[config.mk]
export PLATFORM = sky130hd
export DESIGN_NAME = dbell_rx_responder
export DESIGN_NICKNAME = d
export VERILOG_FILES = /design/src/rtl/dbell_pkg.sv /design/src/rtl/dbell_fifo.sv /design/src/rtl/dbell_resp_fsm.sv /design/src/rtl/dbell_irq_regs.sv /design/src/rtl/dbell_rx_responder.sv
export SDC_FILE = /design/constraint.sdc
export NUM_CORES = 1
export LEC_CHECK = 0
export BUFFER_PORTS_ARGS = -buffer_cell sky130_fd_sc_hd__buf_2
export CAP_MARGIN = 25
export CORE_ASPECT_RATIO = 0.8
export CORE_MARGIN = 2
export CORE_UTILIZATION = 45
export CTS_CLUSTER_DIAMETER = 100
export CTS_CLUSTER_SIZE = 40
export DETAILED_ROUTE_END_ITERATION = 12
export PLACE_DENSITY = 0.61
export SYNTH_ARGS = -nofsm -noshare
export SYNTH_HDL_FRONTEND = slang
export SYNTH_SLANG_ARGS = --single-unit
[constraint.sdc]
create_clock -name clk -period 10 [get_ports clk]
set_clock_uncertainty 0.15 [all_clocks]
set_input_delay 1.5 -clock clk [delete_from_list [all_inputs] [get_ports clk]]
set_output_delay 1.5 -clock clk [all_outputs]
set_load 0.02 [all_outputs]
[src/rtl/dbell_pkg.sv]
package dbell_pkg;
    typedef enum logic [0:0] {
        ST_IDLE = 1'b0,
        ST_RESP = 1'b1
    } rsp_state_e;

    typedef enum logic [0:0] {
        RSP_DONE  = 1'b0,
        RSP_RETRY = 1'b1
    } rsp_status_e;

    localparam logic [3:0] FTYPE_DBELL_RSP = 4'd13;

    localparam logic [1:0] ADDR_COUNT    = 2'd0;
    localparam logic [1:0] ADDR_POP      = 2'd1;
    localparam logic [1:0] ADDR_IRQ_STAT = 2'd2;
    localparam logic [1:0] ADDR_IRQ_EN   = 2'd3;
endpackage

[src/rtl/dbell_fifo.sv]
module dbell_fifo #(
    parameter int W     = 32,
    parameter int DEPTH = 8,
    localparam int AW   = (DEPTH > 1) ? $clog2(DEPTH) : 1,
    localparam int CW   = $clog2(DEPTH + 1)
) (
    input  logic          clk,
    input  logic          rst_n,
    input  logic          push,
    input  logic [W-1:0]  wdata,
    input  logic          pop,
    output logic [W-1:0]  rdata,
    output logic [CW-1:0] count
);
    logic [W-1:0]  mem [DEPTH];
    logic [AW-1:0] wptr, rptr;

    function automatic logic [AW-1:0] bump(input logic [AW-1:0] p);
        return (p == AW'(DEPTH - 1)) ? '0 : p + 1'b1;
    endfunction

    always_ff @(posedge clk) begin
        if (push) mem[wptr] <= wdata;
    end

    always_ff @(posedge clk or negedge rst_n) begin
        if (!rst_n) begin
            wptr  <= '0;
            rptr  <= '0;
            count <= '0;
        end else begin
            if (push) wptr <= bump(wptr);
            if (pop)  rptr <= bump(rptr);
            count <= count + CW'(push) - CW'(pop);
        end
    end

    assign rdata = mem[rptr];
endmodule

[src/rtl/dbell_resp_fsm.sv]
module dbell_resp_fsm
    import dbell_pkg::*;
#(
    parameter int ID_W  = 8,
    parameter int TID_W = 8
) (
    input  logic             clk,
    input  logic             rst_n,
    input  logic             req_valid,
    input  logic [ID_W-1:0]  req_src_id,
    input  logic [ID_W-1:0]  req_dst_id,
    input  logic [TID_W-1:0] req_tid,
    input  logic             queue_full,
    input  logic             rsp_ready,
    output logic             req_ready,
    output logic             accept,
    output logic             push,
    output logic             rsp_valid,
    output logic [ID_W-1:0]  rsp_src_id,
    output logic [ID_W-1:0]  rsp_dst_id,
    output logic [TID_W-1:0] rsp_tid,
    output rsp_status_e      rsp_status
);
    rsp_state_e state, state_nx;

    // State register with latched descriptor
    always_ff @(posedge clk or negedge rst_n) begin
        if (!rst_n) begin
            state      <= ST_IDLE;
            rsp_src_id <= '0;
            rsp_dst_id <= '0;
            rsp_tid    <= '0;
            rsp_status <= RSP_DONE;
        end else begin
            state <= state_nx;
            if (accept) begin
                rsp_src_id <= req_dst_id;
                rsp_dst_id <= req_src_id;
                rsp_tid    <= req_tid;
                rsp_status <= queue_full ? RSP_RETRY : RSP_DONE;
            end
        end
    end

    // Next state and outputs
    always_comb begin
        state_nx  = state;
        req_ready = 1'b0;
        rsp_valid = 1'b0;
        accept    = 1'b0;
        push      = 1'b0;
        unique case (state)
            ST_IDLE: begin
                req_ready = 1'b1;
                if (req_valid) begin
                    accept   = 1'b1;
                    push     = !queue_full;
                    state_nx = ST_RESP;
                end
            end
            ST_RESP: begin
                rsp_valid = 1'b1;
                if (rsp_ready) state_nx = ST_IDLE;
            end
        endcase
    end
endmodule

[src/rtl/dbell_irq_regs.sv]
module dbell_irq_regs (
    input  logic       clk,
    input  logic       rst_n,
    input  logic       rx_arrival,
    input  logic       queue_empty,
    input  logic       tx_evt,
    input  logic       stat_wr,
    input  logic       en_wr,
    input  logic [1:0] wbits,
    output logic [1:0] stat,
    output logic [1:0] en,
    output logic       irq
);
    always_ff @(posedge clk or negedge rst_n) begin
        if (!rst_n) begin
            stat <= '0;
            en   <= '0;
        end else begin
            if (rx_arrival)                       stat[0] <= 1'b1;
            else if ((stat_wr && wbits[0]) || queue_empty) stat[0] <= 1'b0;

            if (tx_evt)                    stat[1] <= 1'b1;
            else if (stat_wr && wbits[1])  stat[1] <= 1'b0;

            if (en_wr) en <= wbits;
        end
    end

    assign irq = |(stat & en);
endmodule

[src/rtl/dbell_rx_responder.sv]
module dbell_rx_responder
    import dbell_pkg::*;
#(
    parameter int ID_W   = 8,
    parameter int TID_W  = 8,
    parameter int INFO_W = 16,
    parameter int DEPTH  = 8,
    localparam int EW    = ID_W + TID_W + INFO_W,
    localparam int CW    = $clog2(DEPTH + 1)
) (
    input  logic              clk,
    input  logic              rst_n,
    input  logic              req_valid,
    output logic              req_ready,
    input  logic [ID_W-1:0]   req_src_id,
    input  logic [ID_W-1:0]   req_dst_id,
    input  logic [TID_W-1:0]  req_tid,
    input  logic [INFO_W-1:0] req_info,
    output logic              rsp_valid,
    input  logic              rsp_ready,
    output logic [3:0]        rsp_ftype,
    output logic [ID_W-1:0]   rsp_src_id,
    output logic [ID_W-1:0]   rsp_dst_id,
    output logic [TID_W-1:0]  rsp_tid,
    output logic              rsp_status,
    input  logic              tx_cpl_evt,
    input  logic              reg_wr,
    input  logic              reg_rd,
    input  logic [1:0]        reg_addr,
    input  logic [31:0]       reg_wdata,
    output logic [31:0]       reg_rdata,
    output logic              irq
);
    logic          accept, push, pop, queue_full, queue_empty;
    logic [CW-1:0] fifo_count;
    logic [EW-1:0] head;
    logic [1:0]    irq_stat, irq_en;
    rsp_status_e   status_e;

    assign queue_full  = (fifo_count == CW'(DEPTH));
    assign queue_empty = (fifo_count == '0);
    assign pop         = reg_rd && (reg_addr == ADDR_POP) && !queue_empty;
    assign rsp_ftype   = FTYPE_DBELL_RSP;
    assign rsp_status  = status_e;

    dbell_fifo #(.W(EW), .DEPTH(DEPTH)) u_fifo (
        .clk(clk), .rst_n(rst_n),
        .push(push), .wdata({req_src_id, req_tid, req_info}),
        .pop(pop), .rdata(head), .count(fifo_count)
    );

    dbell_resp_fsm #(.ID_W(ID_W), .TID_W(TID_W)) u_fsm (
        .clk(clk), .rst_n(rst_n),
        .req_valid(req_valid), .req_src_id(req_src_id),
        .req_dst_id(req_dst_id), .req_tid(req_tid),
        .queue_full(queue_full), .rsp_ready(rsp_ready),
        .req_ready(req_ready), .accept(accept), .push(push),
        .rsp_valid(rsp_valid), .rsp_src_id(rsp_src_id),
        .rsp_dst_id(rsp_dst_id), .rsp_tid(rsp_tid), .rsp_status(status_e)
    );

    dbell_irq_regs u_irq (
        .clk(clk), .rst_n(rst_n),
        .rx_arrival(accept), .queue_empty(queue_empty), .tx_evt(tx_cpl_evt),
        .stat_wr(reg_wr && reg_addr == ADDR_IRQ_STAT),
        .en_wr(reg_wr && reg_addr == ADDR_IRQ_EN),
        .wbits(reg_wdata[1:0]),
        .stat(irq_stat), .en(irq_en), .irq(irq)
    );

    always_comb begin
        reg_rdata = '0;
        unique case (reg_addr)
            ADDR_COUNT:    reg_rdata[CW-1:0] = fifo_count;
            ADDR_POP:      if (!queue_empty) reg_rdata[EW-1:0] = head;
            ADDR_IRQ_STAT: reg_rdata[1:0] = irq_stat;
            ADDR_IRQ_EN:   reg_rdata[1:0] = irq_en;
        endcase
    end
endmodule

# Word level (Yosys, flattened, before mapping)
# Memory sizes are Yosys's and may differ from the RTL's.
# Index checks and enable logic that the tools add are counted.
# Widths: inputs -> output; s select.
word_totals:
  wordCells: 59
  memories: 1
  latchBits: 0
  mem_bits_ro: 0
  mem_bits_rw: 256
  regBits: 40
  output_inout_bits: 64
mem_list:
  columns: ["memory", "words", "word_bits", "rd", "rd_ports_with_merged_regs", "write_ports", "line_no", "text"]
  rows:
  - ["u_fifo.mem", 8, 32, 1, 0, 1, "dbell_fifo.sv:15", "logic [W-1:0] mem [DEPTH];"]
classes:
  magnitude_cmp: 0
  multipliers: 0
  div_mod_pow: 0
  eq_ne: 6
  reduce_logical: 14
  muxes: 21
  bitwise_logic: 2
  shift: 0
  addsub: 4
ops:
  columns: ["op", "n"]
  rows:
  - ["$mux 32", 1]
  - ["$mux 28", 1]
  - ["$mux 1", 14]
  - ["$pmux 2 s4", 1]
  - ["$add 3x1->3 const B", 2]
  - ["$eq 3x3->1 const B", 2]
  - ["$logic_and 1x1->1", 6]
  - ["$mux 3", 2]
  - ["$add 4x1->4", 1]
  - ["$eq 2x2->1 const B", 2]
  - ["$eq 4x4->1 const B", 1]
  - ["$logic_not 4->1", 1]
  - ["$pmux 2 s2", 1]
  - ["$reduce_bool 2->1", 2]
  - ["$sub 4x1->4", 1]
  - ["$and 2x2->2", 1]
  - ["$eq 2x1->1 const B", 1]
  - ["$logic_not 1->1", 2]
  - ["$logic_not 2->1", 1]
  - ["$pmux 1 s2", 1]
  - ["$reduce_or 2->1", 1]
  - ["$logic_or 1x1->1", 1]
  - ["$not 1->1", 1]

# Longest topological paths before layout
logic_depth:
  ltp_word: 6
  depth_mapped: 11
  depth_no_buf: 11

# Hierarchy
# A second synthesis with hierarchy kept.
hier_totals:
  cells_unflattened: 624
  hier_area_um2: 11837.6
by_module_without_submodules:
  columns: ["mod", "n_inst", "cells_per_inst", "area_per_inst_um2"]
  rows:
  - ["dbell_fifo", 1, 491, 10189.8]
  - ["dbell_resp_fsm", 1, 58, 1057.3]
  - ["dbell_rx_responder", 1, 63, 424.2]
  - ["dbell_irq_regs", 1, 12, 166.4]

# Worst setup path before layout
# OpenSTA, ideal clock, no wires.
synth_path:
  path_kind: "input to register"
  from: "input req_valid"
  to: "memory u_fifo.mem[0][0], enable pin"
  arrival_time_ps: 5280
  stages: 5
  t_required_ps: 9349
  n_path_buf: 1
  slack_ps: 4069
  path_cell_list: "nor2b_1 buf_2 a21boi_2 inv_1 nor4_1"
synth_via:
  elab_chain_cells: 4
synth_lines:
  columns: ["element", "line_no", "text"]
  rows:
  - ["from (decl)", "dbell_rx_responder.sv:13", "input logic req_valid,"]
  - ["$mux 1", "dbell_resp_fsm.sv:55", "if (req_valid) begin"]
  - ["$mux 1", "dbell_resp_fsm.sv:52", "unique case (state)"]
  - ["$mux 1", "dbell_fifo.sv:23", "if (push) mem[wptr] <= wdata;"]
  - ["$mux 1 (implied by the code)", "dbell_fifo.sv:23", null]
  - ["to (decl)", "dbell_fifo.sv:15", null]
# Every way passes these cells.

# Worst setup path in the final report
layout_path:
  from: "input reg_addr[0]"
  to: "output reg_rdata[0]"
layout_via:
  elab_chain_cells: 2
layout_lines:
  columns: ["element", "line_no", "text"]
  rows:
  - ["from (decl)", "dbell_rx_responder.sv:29", "input logic [1:0] reg_addr,"]
  - ["$eq 2x2->1, or another cell as far along", "dbell_rx_responder.sv:73", "unique case (reg_addr)"]
  - ["$pmux 2 s4 (*)", "dbell_rx_responder.sv:73", null]
  - ["to (decl)", "dbell_rx_responder.sv:31", "output logic [31:0] reg_rdata,"]
# Mark *: on every way between the ends. The rest lies on a longest branch, timed or not.

==> out/results.txt <==
Post-synthesis compound-gate area fraction: 0.8917%
Reg power frac: 52.5%
Worst Hold Class: reg -> reg
Fmax: 191.6 MHz
Post-synth EDFFs: 256
Root Buffer Master: clkbuf_16
GR Util All Layers: 16.96%
Die Span Y: 147.9 um
Hold-critical path depth: 1
Port Buf Inserts: 110
Initial Util: 45.90%
Switch share: 30.35%
Final Hold Vio Count: 0
Vias/cell: 5.472
Ant diodes: 0
Drt total wl: 22,620 um
CP startpoint: reg_addr[0]
Clock network power share: 18.2%
YS warnings: 0
Fin crit period: 5.220 ns
CP required: 8.35 ns
Mux contribution to synthesized area: 18.09%
Final GP Congestion: 0.7382
Flop2flop setup slack: 6.32 ns
Fraction of registers with async set/reset: 13.51%
NumNets Final: 762
Grt total ovfl: 0
DR iter-0 viols: 443
Hold_ws: 0.3671 ns
Crit path max fanout: 18
Routed Antenna Nets: 0
Psw: 0.9372 mW
Status: complete, no violations
Slew Viols, Final: 0
Initial antenna violation count: 1
Iteration count of the initial detailed-routing pass: 5
CP endpoint: reg_rdata[0]
Period utilisation layout: 52.20%
Die Width: 183.9 um
TritonCTS clock tree: yes
Max VDD drop: 0.1451 mV
CTS H-Tree Depth: 1
Max Cap Violations: 0
Clock Sinks: 296
Power per Cell Area: 239.5 mW/mm^2
Comb pwr share: 29.3%
Synth Area in Adders: 1.246%
Layout area overhead: 10.71%
Largest net degree at the start of global routing: 69
HPWL after DPL: 13,400 um
Synth Area in XOR/XNOR: 0.1504%
Final number of setup-violating endpoints: 0
CP Class: in -> out
Worst slew margin: 29.17%
Share of cells above drive strength 1: 36.65%
R2R depth: 5
Avg Inst Size Synth: 20.72 sq um
Critical Path Sink Type: output port
Via count: 5,461
Main combinational cell family by area after synthesis: multiplexers
Post-synthesis sequential area ratio: 74.60%
Pwr Total: 3.088 mW
Reg2Reg Launch Point: u_fsm.state
CP arrival: 3.57 ns
Leak pwr: 4.495 nW
RSZ-0062 raised after global routing: false
Die footprint: 0.02719 sq mm
FF-to-FF End: u_fifo.mem[0][13]
Clk_lat worst skew: 0.49 ns
Core area: 0.02537 sq mm
Synth unique cells: 40
Ys flop type: edfxtp_1
Worst Tran Pin Value: 1.063 ns
Setup TNS: 0 ns
Cts bufs inserted: 11
Synth Instances: 562
Vias in the first global route: 5,934
IO Pins: 145
# resized after CTS: 0
Cts hold-fix bufs: 0
P_int: 2.151 mW
First-pass GRT wire length: 34,340 um
Rows: 52
Register bit count reported by yosys: 296
Wire per inst: 22.67 um
CTS Buffer Depth: 3
DRC viols: 0
Clock slew at reported path FFs: 0.14 ns
Postcts setup bufs: 0
Synth Area in Simple Gates: 2.578%
Mapped cell area: 0.01165 sq mm
Startpoint Class: input pin
[critical path: stages]
cell and delay, ns:
buf_2 0.18, inv_2 0.05, a211o_1 0.60, buf_4 0.38, nor4_1 0.47, o32a_1 0.20
buf_2 0.17
[state kept, by name (all words and copies together) (netlist names)]
| signal | cells |
|---|---|
| u_fifo.wptr | 3 |
| u_fsm.rsp_tid | 8 |
| u_fsm.rsp_src_id | 8 |
| u_irq.stat | 2 |
| u_fsm.state | 1 |
| u_fifo.rptr | 3 |
| u_irq.en | 2 |
| u_fifo.mem | 256 |
| u_fsm.rsp_status | 1 |
| u_fifo.count | 4 |
| u_fsm.rsp_dst_id | 8 |
[metal layers]
| metal | track usage [%] | wire length [um] |
|---|---|---|
| met5 | 0 | 13 |
| met3 | 2.661 | 1336 |
| met4 | 2.880 | 264 |
| met1 | 23.48 | 9700 |
| met2 | 29.15 | 11310 |
[power groups by stage]
stage          Combinational, mW  Clock [mW]  Sequential [mW]
6_report                   0.904       0.562             1.62
5_1_grt                    0.985       0.614             1.65
4_1_cts                    0.926       0.579             1.63
3_5_place_dp               0.923           0             1.66
3_3_place_gp               0.891           0             1.64
2_1_floorplan              0.735           0             1.59
[Yosys cell counts, types with 6 or more instances]
master | n | area (sq um)
mux2_2 | 34 | 382.9
buf_4 | 6 | 45.04
inv_1 | 10 | 37.54
mux2i_1 | 32 | 320.3
dfrtp_1 | 40 | 1001
nand2_1 | 9 | 33.78
buf_2 | 13 | 65.06
edfxtp_1 | 256 | 7687
ha_1 | 10 | 125.1
nor2_1 | 39 | 146.4
mux4_2 | 60 | 1351
[worst min path at each step]
| stage | end | start |
|---|---|---|
| finish | u_fsm.rsp_src_id[1] | u_fsm.rsp_src_id[1] |
| global route | u_fsm.rsp_tid[3] | u_fsm.rsp_tid[3] |
| CTS | u_fsm.rsp_tid[3] | u_fsm.rsp_tid[3] |
| detailed placement | u_fsm.rsp_tid[3] | u_fsm.rsp_tid[3] |
| global placement | u_fsm.rsp_src_id[7] | u_fsm.rsp_src_id[7] |
| floorplan | u_irq.stat[1] | u_irq.stat[1] |
[cells by family after synthesis]
family,count (synthesis)
adders and majority gates,11
buffers and inverters,42
and+or+nand+nor,67
AOI/OAI and AO/OA,14
DFF,296
muxes,128
xor gates and xnor gates,2
other,2
[cell type report]
type,instances,area (sq um)
Inverter,11,41.29
Tap cell,324,405.4
Timing Repair Buffer,124,688.2
Clock inverter,3,30.03
Sequential cell,296,8697
Fill cell,2062,12480
Clock buffer,14,286.5
Multi-Input combinational cell,226,2745
[per-stage QoR]
| stage | area [sq um] | util, % | instances | setup slack [ns] |
|---|---|---|---|---|
| after detailed placement | 12560 | 49.49 | 980 | 4.757 |
| after global routing | 12890 | 50.81 | 998 | 4.613 |
| final | 12890 | 50.81 | 998 | 4.780 |
| after floorplan | 11650 | - | 564 | 4.069 |
| after global placement | 12530 | 49.38 | 979 | 4.783 |
| after CTS | 12870 | 50.73 | 997 | 4.751 |
[layout by cell type, fill, tap and decap left out, types with 4 or more instances in the layout]
master       n
clkbuf_16   11
buf_2      110
mux2i_1     32
inv_1       10
dfrtp_1     37
mux4_2      60
nor3_2       4
nor2_1      36
buf_4       12
ha_1        10
conb_1       4
edfxtp_1   256
nor3b_1      4
nand2_1      9
mux2_2      34
Power figures use the tool's default switching activity.
